File: src/rtl/exec_pkg.sv
package exec_pkg;
  // opcode values
  localparam logic [3:0] IC_HALT  = 4'd0;
  localparam logic [3:0] IC_NOP   = 4'd1;
  localparam logic [3:0] IC_RRMOV = 4'd2;
  localparam logic [3:0] IC_IRMOV = 4'd3;
  localparam logic [3:0] IC_RMMOV = 4'd4;
  localparam logic [3:0] IC_MRMOV = 4'd5;
  localparam logic [3:0] IC_ALU   = 4'd6;
  localparam logic [3:0] IC_JUMP  = 4'd7;
  localparam logic [3:0] IC_CALL  = 4'd8;
  localparam logic [3:0] IC_RET   = 4'd9;
  localparam logic [3:0] IC_PUSH  = 4'd10;
  localparam logic [3:0] IC_POP   = 4'd11;

  // jump condition codes
  localparam logic [3:0] JC_ALWAYS = 4'd0;
  localparam logic [3:0] JC_LE     = 4'd1;
  localparam logic [3:0] JC_LT     = 4'd2;
  localparam logic [3:0] JC_EQ     = 4'd3;
  localparam logic [3:0] JC_NE     = 4'd4;
  localparam logic [3:0] JC_GE     = 4'd5;
  localparam logic [3:0] JC_GT     = 4'd6;

  typedef enum logic [2:0] {
    OPA_ZERO, OPA_VALA, OPA_VALC, OPA_MINUS, OPA_PLUS
  } opa_sel_e;

  typedef enum logic [1:0] {FN_ADD, FN_SUB, FN_AND, FN_XOR} alu_fn_e;

  typedef struct packed {
    opa_sel_e opSel;
    alu_fn_e  fun;
    logic     setFlags;
    logic     isJump;
  } exec_ctl_t;

  typedef struct packed {
    logic z;
    logic s;
    logic o;
  } flags_t;

  localparam flags_t FLAGS_RESET = '{z: 1'b1, s: 1'b0, o: 1'b0};
endpackage

File: src/rtl/exec_ctrl.sv
module exec_ctrl
  import exec_pkg::*;
(
  input  logic [3:0] icode,
  input  logic [3:0] ifun,
  output exec_ctl_t  ctl
);
  always_comb begin
    ctl.opSel    = OPA_ZERO;
    ctl.fun      = FN_ADD;
    ctl.setFlags = 1'b0;
    ctl.isJump   = 1'b0;
    case (icode)
      IC_RRMOV: ctl.opSel = OPA_VALA;
      IC_ALU: begin
        ctl.opSel    = OPA_VALA;
        ctl.setFlags = 1'b1;
        case (ifun)
          4'd1:    ctl.fun = FN_SUB;
          4'd2:    ctl.fun = FN_AND;
          4'd3:    ctl.fun = FN_XOR;
          default: ctl.fun = FN_ADD;
        endcase
      end
      IC_IRMOV, IC_RMMOV, IC_MRMOV: ctl.opSel = OPA_VALC;
      IC_CALL, IC_PUSH:             ctl.opSel = OPA_MINUS;
      IC_RET, IC_POP:               ctl.opSel = OPA_PLUS;
      IC_JUMP:                      ctl.isJump = 1'b1;
      default:                      ctl.opSel = OPA_ZERO;
    endcase
  end
endmodule

File: src/rtl/exec_dp.sv
module exec_dp
  import exec_pkg::*;
#(
  parameter int DATA_W = 32,
  parameter int STEP   = 4
) (
  input  logic              clk,
  input  logic              rstN,
  input  exec_ctl_t         ctl,
  input  logic [3:0]        ifun,
  input  logic [DATA_W-1:0] valA,
  input  logic [DATA_W-1:0] valB,
  input  logic [DATA_W-1:0] valC,
  output logic [DATA_W-1:0] valE,
  output logic              takeBranch
);
  localparam int MSB = DATA_W - 1;
  localparam logic [DATA_W-1:0] STEP_W = DATA_W'(STEP);

  logic [DATA_W-1:0] opA, sumRes, diffRes;
  logic   addOvf, subOvf, sxo;
  flags_t flags, nextFlags;

  always_comb begin
    case (ctl.opSel)
      OPA_VALA:  opA = valA;
      OPA_VALC:  opA = valC;
      OPA_MINUS: opA = -STEP_W;
      OPA_PLUS:  opA = STEP_W;
      default:   opA = '0;
    endcase
  end

  assign sumRes  = valB + opA;
  assign diffRes = valB - opA;
  assign addOvf  = (opA[MSB] == valB[MSB]) && (sumRes[MSB] != valB[MSB]);
  assign subOvf  = (opA[MSB] != valB[MSB]) && (diffRes[MSB] != valB[MSB]);

  always_comb begin
    nextFlags.o = 1'b0;
    case (ctl.fun)
      FN_SUB: begin valE = diffRes;     nextFlags.o = subOvf; end
      FN_AND:       valE = valB & opA;
      FN_XOR:       valE = valB ^ opA;
      default: begin valE = sumRes;     nextFlags.o = addOvf; end
    endcase
    nextFlags.z = (valE == '0);
    nextFlags.s = valE[MSB];
  end

  always_ff @(posedge clk or negedge rstN) begin
    if (!rstN)             flags <= FLAGS_RESET;
    else if (ctl.setFlags) flags <= nextFlags;
  end

  always_comb begin
    sxo = flags.s ^ flags.o;
    case (ifun)
      JC_ALWAYS: takeBranch = ctl.isJump;
      JC_LE:     takeBranch = ctl.isJump & (sxo | flags.z);
      JC_LT:     takeBranch = ctl.isJump & sxo;
      JC_EQ:     takeBranch = ctl.isJump & flags.z;
      JC_NE:     takeBranch = ctl.isJump & ~flags.z;
      JC_GE:     takeBranch = ctl.isJump & ~sxo;
      JC_GT:     takeBranch = ctl.isJump & ~sxo & ~flags.z;
      default:   takeBranch = 1'b0;
    endcase
  end

  // flags unchanged across a non-ALU cycle
  a_r4_flags_hold: assert property (@(posedge clk) disable iff (!rstN)
    !ctl.setFlags |=> $stable(flags));

  // logic ops leave overflow clear
  a_r5_logic_no_overflow: assert property (@(posedge clk) disable iff (!rstN)
    (ctl.setFlags && (ctl.fun == FN_AND || ctl.fun == FN_XOR)) |=> !flags.o);

  // zero flag records whether the loaded result was zero
  a_r5_zero_tracks: assert property (@(posedge clk) disable iff (!rstN)
    ctl.setFlags |=> (flags.z == ($past(valE) == '0)));
endmodule

File: src/rtl/exec_unit.sv
module exec_unit
  import exec_pkg::*;
#(
  parameter int DATA_W = 32,
  parameter int STEP   = 4
) (
  input  logic              clk,
  input  logic              rstN,
  input  logic [3:0]        icode,
  input  logic [3:0]        ifun,
  input  logic [DATA_W-1:0] valA,
  input  logic [DATA_W-1:0] valB,
  input  logic [DATA_W-1:0] valC,
  output logic [DATA_W-1:0] valE,
  output logic              takeBranch
);
  exec_ctl_t ctl;

  exec_ctrl u_ctrl (.icode(icode), .ifun(ifun), .ctl(ctl));

  exec_dp #(.DATA_W(DATA_W), .STEP(STEP)) u_dp (
    .clk(clk), .rstN(rstN), .ctl(ctl), .ifun(ifun),
    .valA(valA), .valB(valB), .valC(valC),
    .valE(valE), .takeBranch(takeBranch)
  );

  // no branch outside jumps
  a_r8_branch_only_jump: assert property (@(posedge clk) disable iff (!rstN)
    (icode != IC_JUMP) |-> !takeBranch);

  // stack-down instructions step by STEP
  a_r2_stack_down: assert property (@(posedge clk) disable iff (!rstN)
    (icode == IC_CALL || icode == IC_PUSH) |-> (valE == valB - DATA_W'(STEP)));

  // subtract order is valB minus valA
  a_r3_sub_order: assert property (@(posedge clk) disable iff (!rstN)
    (icode == IC_ALU && ifun == 4'd1) |-> (valE == valB - valA));
endmodule

File: config.mk
export PLATFORM = sky130hd
export DESIGN_NAME = exec_unit
export DESIGN_NICKNAME = d
export VERILOG_FILES = /design/src/rtl/exec_pkg.sv /design/src/rtl/exec_ctrl.sv /design/src/rtl/exec_dp.sv /design/src/rtl/exec_unit.sv
export SDC_FILE = /design/constraint.sdc
export NUM_CORES = 1
export LEC_CHECK = 0
export CAP_MARGIN = 20
export CELL_PAD_IN_SITES_DETAIL_PLACEMENT = 2
export CELL_PAD_IN_SITES_GLOBAL_PLACEMENT = 2
export CORE_ASPECT_RATIO = 0.6
export CORE_MARGIN = 5
export CORE_UTILIZATION = 39
export CTS_CLUSTER_DIAMETER = 30
export CTS_CLUSTER_SIZE = 14
export DETAILED_ROUTE_END_ITERATION = 8
export DONT_BUFFER_PORTS = 1
export MAX_ROUTING_LAYER = met4
export PLACE_DENSITY_LB_ADDON = 0.1
export SLEW_MARGIN = 20
export SYNTH_ARGS = -nofsm -noshare
export SYNTH_HDL_FRONTEND = slang
export SYNTH_SLANG_ARGS = --single-unit
File: constraint.sdc
create_clock -name clk -period 7.1 [get_ports clk]
set_input_delay 0.355 -clock clk [delete_from_list [all_inputs] [get_ports clk]]
set_output_delay 0.355 -clock clk [all_outputs]
set_load 0.02 [all_outputs]
==> impl_metrics.csv <==
group,metric,value,unit
floorplan,design.die.area,0.0178,mm^2
pwr,power.leakage,2.48,nW
setup_path,cp_max_fo,22,
sta,fin_crit,5.66,ns
finish,antenna_cells,0,
route,drtPass1Iterations,5,
route,wire_per_inst,30.4,um
floorplan,core,0.0147,mm^2
logic_synthesis,yosys.area.top_type,"ha_1",
global_routing,overflow,0,
sta,fmax,177,MHz
clocking,cts_sinks,3,
finish,post-route-util,40.9,%
clocking,post_cts_resized,0,
logic_synthesis,synth_edf_count,0,
clocking,postCtsHoldBufs,1,
setup_path,reg2reg_from,"u_dp.flags[1]$_DFFE_PN0P_",
setup_path,cp-startpoint,"icode[2]",
placement,dp_cells,1006,
clocking,cts.path.max_buffers,2,
logic_synthesis,synthTopCellsByCount,"nand2_1, nor2_1, ha_1",
clocking,cts_buffers,3,
route,wl,30700,um
sta,fin_skew,0,ns
finish,final_nets,990,
route,drcViolationCount,0,
logic_synthesis,synth_cells,852,
sta,max_slew.worst_pin.slew,1.19,ns
sta,relSlewSlack,19.8,%
global_routing,antenna_found_initial,0,
logic_synthesis,yosysMostFrequentCell,"nand2_1",
finish,top_register,"u_dp.flags",
finish,largest_register_ffs,3,
logic_synthesis,synth_warnings,0,
pwr,power.density,145,mW/mm^2
logic_synthesis,synth_area,0.00590,mm^2
logic_synthesis,synthFlopType,"dfrtp_1",
hold_path,min_from,"icode[2]",
run,max_cap_viol_count,0,
finish,area_growth,1.72,%
route,vias_per_cell,7.18,
run_status,status,"completed",
sta,finalSetupViolCount,0,
clocking,cts-root-buf,"clkbuf_16",
logic_synthesis,yosys.area.top_type_share,14.4,%
logic_synthesis,yosysUniqueCellTypes,105,
sta,whs,0.363,ns
placement,routabilityCongestion,0.956,
logic_synthesis,ys_seq_area_share,1.29,%
logic_synthesis,synth_seq_cells,3,
clocking,cts_setup_buffers,0,
logic_synthesis,synthArstFlopShare,100,%
floorplan,die-width,169,um
route,postRouteAntennaNets,0,
clocking,clk_latency,0.23,ns
global_routing,grt_max_degree,35,
route,vias,7257,
placement,hpwl,24600,um
sta,rsz0062_at_grt,"no",
global_routing,grt_pass1_wl,46000,um
route,drt_iter0_markers,553,
sta,hold_viol_final,0,
setup_path,critPathKind,"in2out",
finish,drive_above_1_share,9.35,%
setup_path,critPathRequiredTime,6.74,ns
global_routing,grt_pass1_vias,7501,
floorplan,io_pins,139,
sta,setup_tns,0,ns
sta,slew_violations,0,
logic_synthesis,synth.area.top_cells,"ha_1, a221oi_1, nand2_1",
logic_synthesis,synth_nets,1028,
clocking,clkSlewWorstSetupHoldPaths,0.03,ns
floorplan,start_util,40.2,%
placement,portBuffers,0,
finish,final-instance-count-excl-fill,1011,
pwr,peakVddDrop,0.166,mV
sta,final_min_period_over_clock_period,79.8,%
finish,top_regs,"u_dp.flags x3",
setup_path,start_kind,"input port",
clocking,cts_tree,"done",
global_routing,grt_use_total,33.7,%
logic_synthesis,synth_area_per_cell,6.92,um^2
floorplan,fp.dieH,105,um
clocking,htreeDepth,1,
setup_path,endpoint_kind,"output pin",
setup_path,cp.arrival,5.31,ns
floorplan,placementRows,34,
hold_path,min-delay-path-class,"in2reg",
==> placed cells by master, fill, tap and decap left out, types with 5 or more instances in the layout <==
master and count:
nand2_1 73, nor2_1 70, ha_1 68, inv_1 54, a21oi_1 53, o21ai_0 53, a221oi_1 35, nor3_1 20
a31oi_1 19, nand3_1 17, mux2i_1 17, nand2b_1 15, nor2b_1 15, xor2_1 15, a21o_1 14, xnor2_1 14
and3_1 13, nand4_1 13, o211ai_1 12, o22ai_1 10, mux2_2 9, o21bai_1 8, a211oi_1 8, o21ai_1 7
a211o_1 7, o31ai_1 7, o221ai_1 7, nor4_1 7, o21a_1 6, nor3_2 5, or3_1 5, buf_4 5
==> report_power, final <==
part           switching, mW  total (mW)  internal (mW)
registers            0.00276      0.0237         0.0209
clock network         0.0179      0.0923         0.0743
logic                  0.513       0.757          0.244
==> worst max-delay path: stages <==
cell and delay (ns):
nor3b_2 0.78, buf_4 0.45, a221oi_1 0.11, ha_1 0.49, o21ai_0 0.59, o211a_1 0.35, o21ai_1 0.16, o21bai_1 0.40
a31oi_1 0.27, a221oi_1 0.61, nor4_1 0.10, o31ai_1 0.28, o221a_2 0.36
==> path summary, 6_finish.rpt <==
kind / slack, ns / to / cells past startpoint
worst min register to register: 0.52 / u_dp.flags[2]$_DFFE_PN1P_ / 2
worst max register to register: 6.33 / u_dp.flags[1]$_DFFE_PN0P_ / 1
min in group asynchronous: 0.40 / u_dp.flags[1]$_DFFE_PN0P_ / 1
worst max-delay path: 1.44 / valE[31] / 13
max in group asynchronous: 6.46 / u_dp.flags[2]$_DFFE_PN1P_ / 1
worst min-delay path: 0.36 / u_dp.flags[0]$_DFFE_PN0P_ / 2
==> routing by layer <==
metal	global-route usage [%]	share of wire, %	up-vias
li1	-	-	3167
met1	48.8	47	3680
met2	49.5	42	366
met3	5.46	9.4	44
met4	6.20	1.7	0
met5	-	0	-
==> per-stage QoR <==
step | total power [mW] | worst slack [ns] | area [um^2]
detailed placement | 0.752 | 1.58 | 5910
finish | 0.873 | 1.44 | 6000
CTS | 0.852 | 1.57 | 6000
floorplan | 0.576 | 2.53 | 5900
global route | 0.921 | 1.22 | 6000
global placement | 0.722 | 1.73 | 5910
==> cells by family (layout without fill, tap and decap cells) <==
| family | Yosys count | after routing | synth area share, % |
|---|---|---|---|
| compound gates | 308 | 308 | 37.5 |
| mux | 26 | 26 | 4.60 |
| xor+xnor | 30 | 30 | 4.58 |
| buf+inv | 105 | 66 | 8.53 |
| flops | 3 | 3 | 1.29 |
| simple gates | 309 | 309 | 28.3 |
| fa+ha+maj | 71 | 71 | 15.3 |
==> area by class of cell <==
type	instances	area, um^2
fillers	1813	8680
multi-input cells	744	5340
well taps	198	248
inverters	56	210
clock buffers	4	78.8
flip-flops and latches	3	76.3
repair buffers	6	47.5
(Power assumes the default switching activity.)
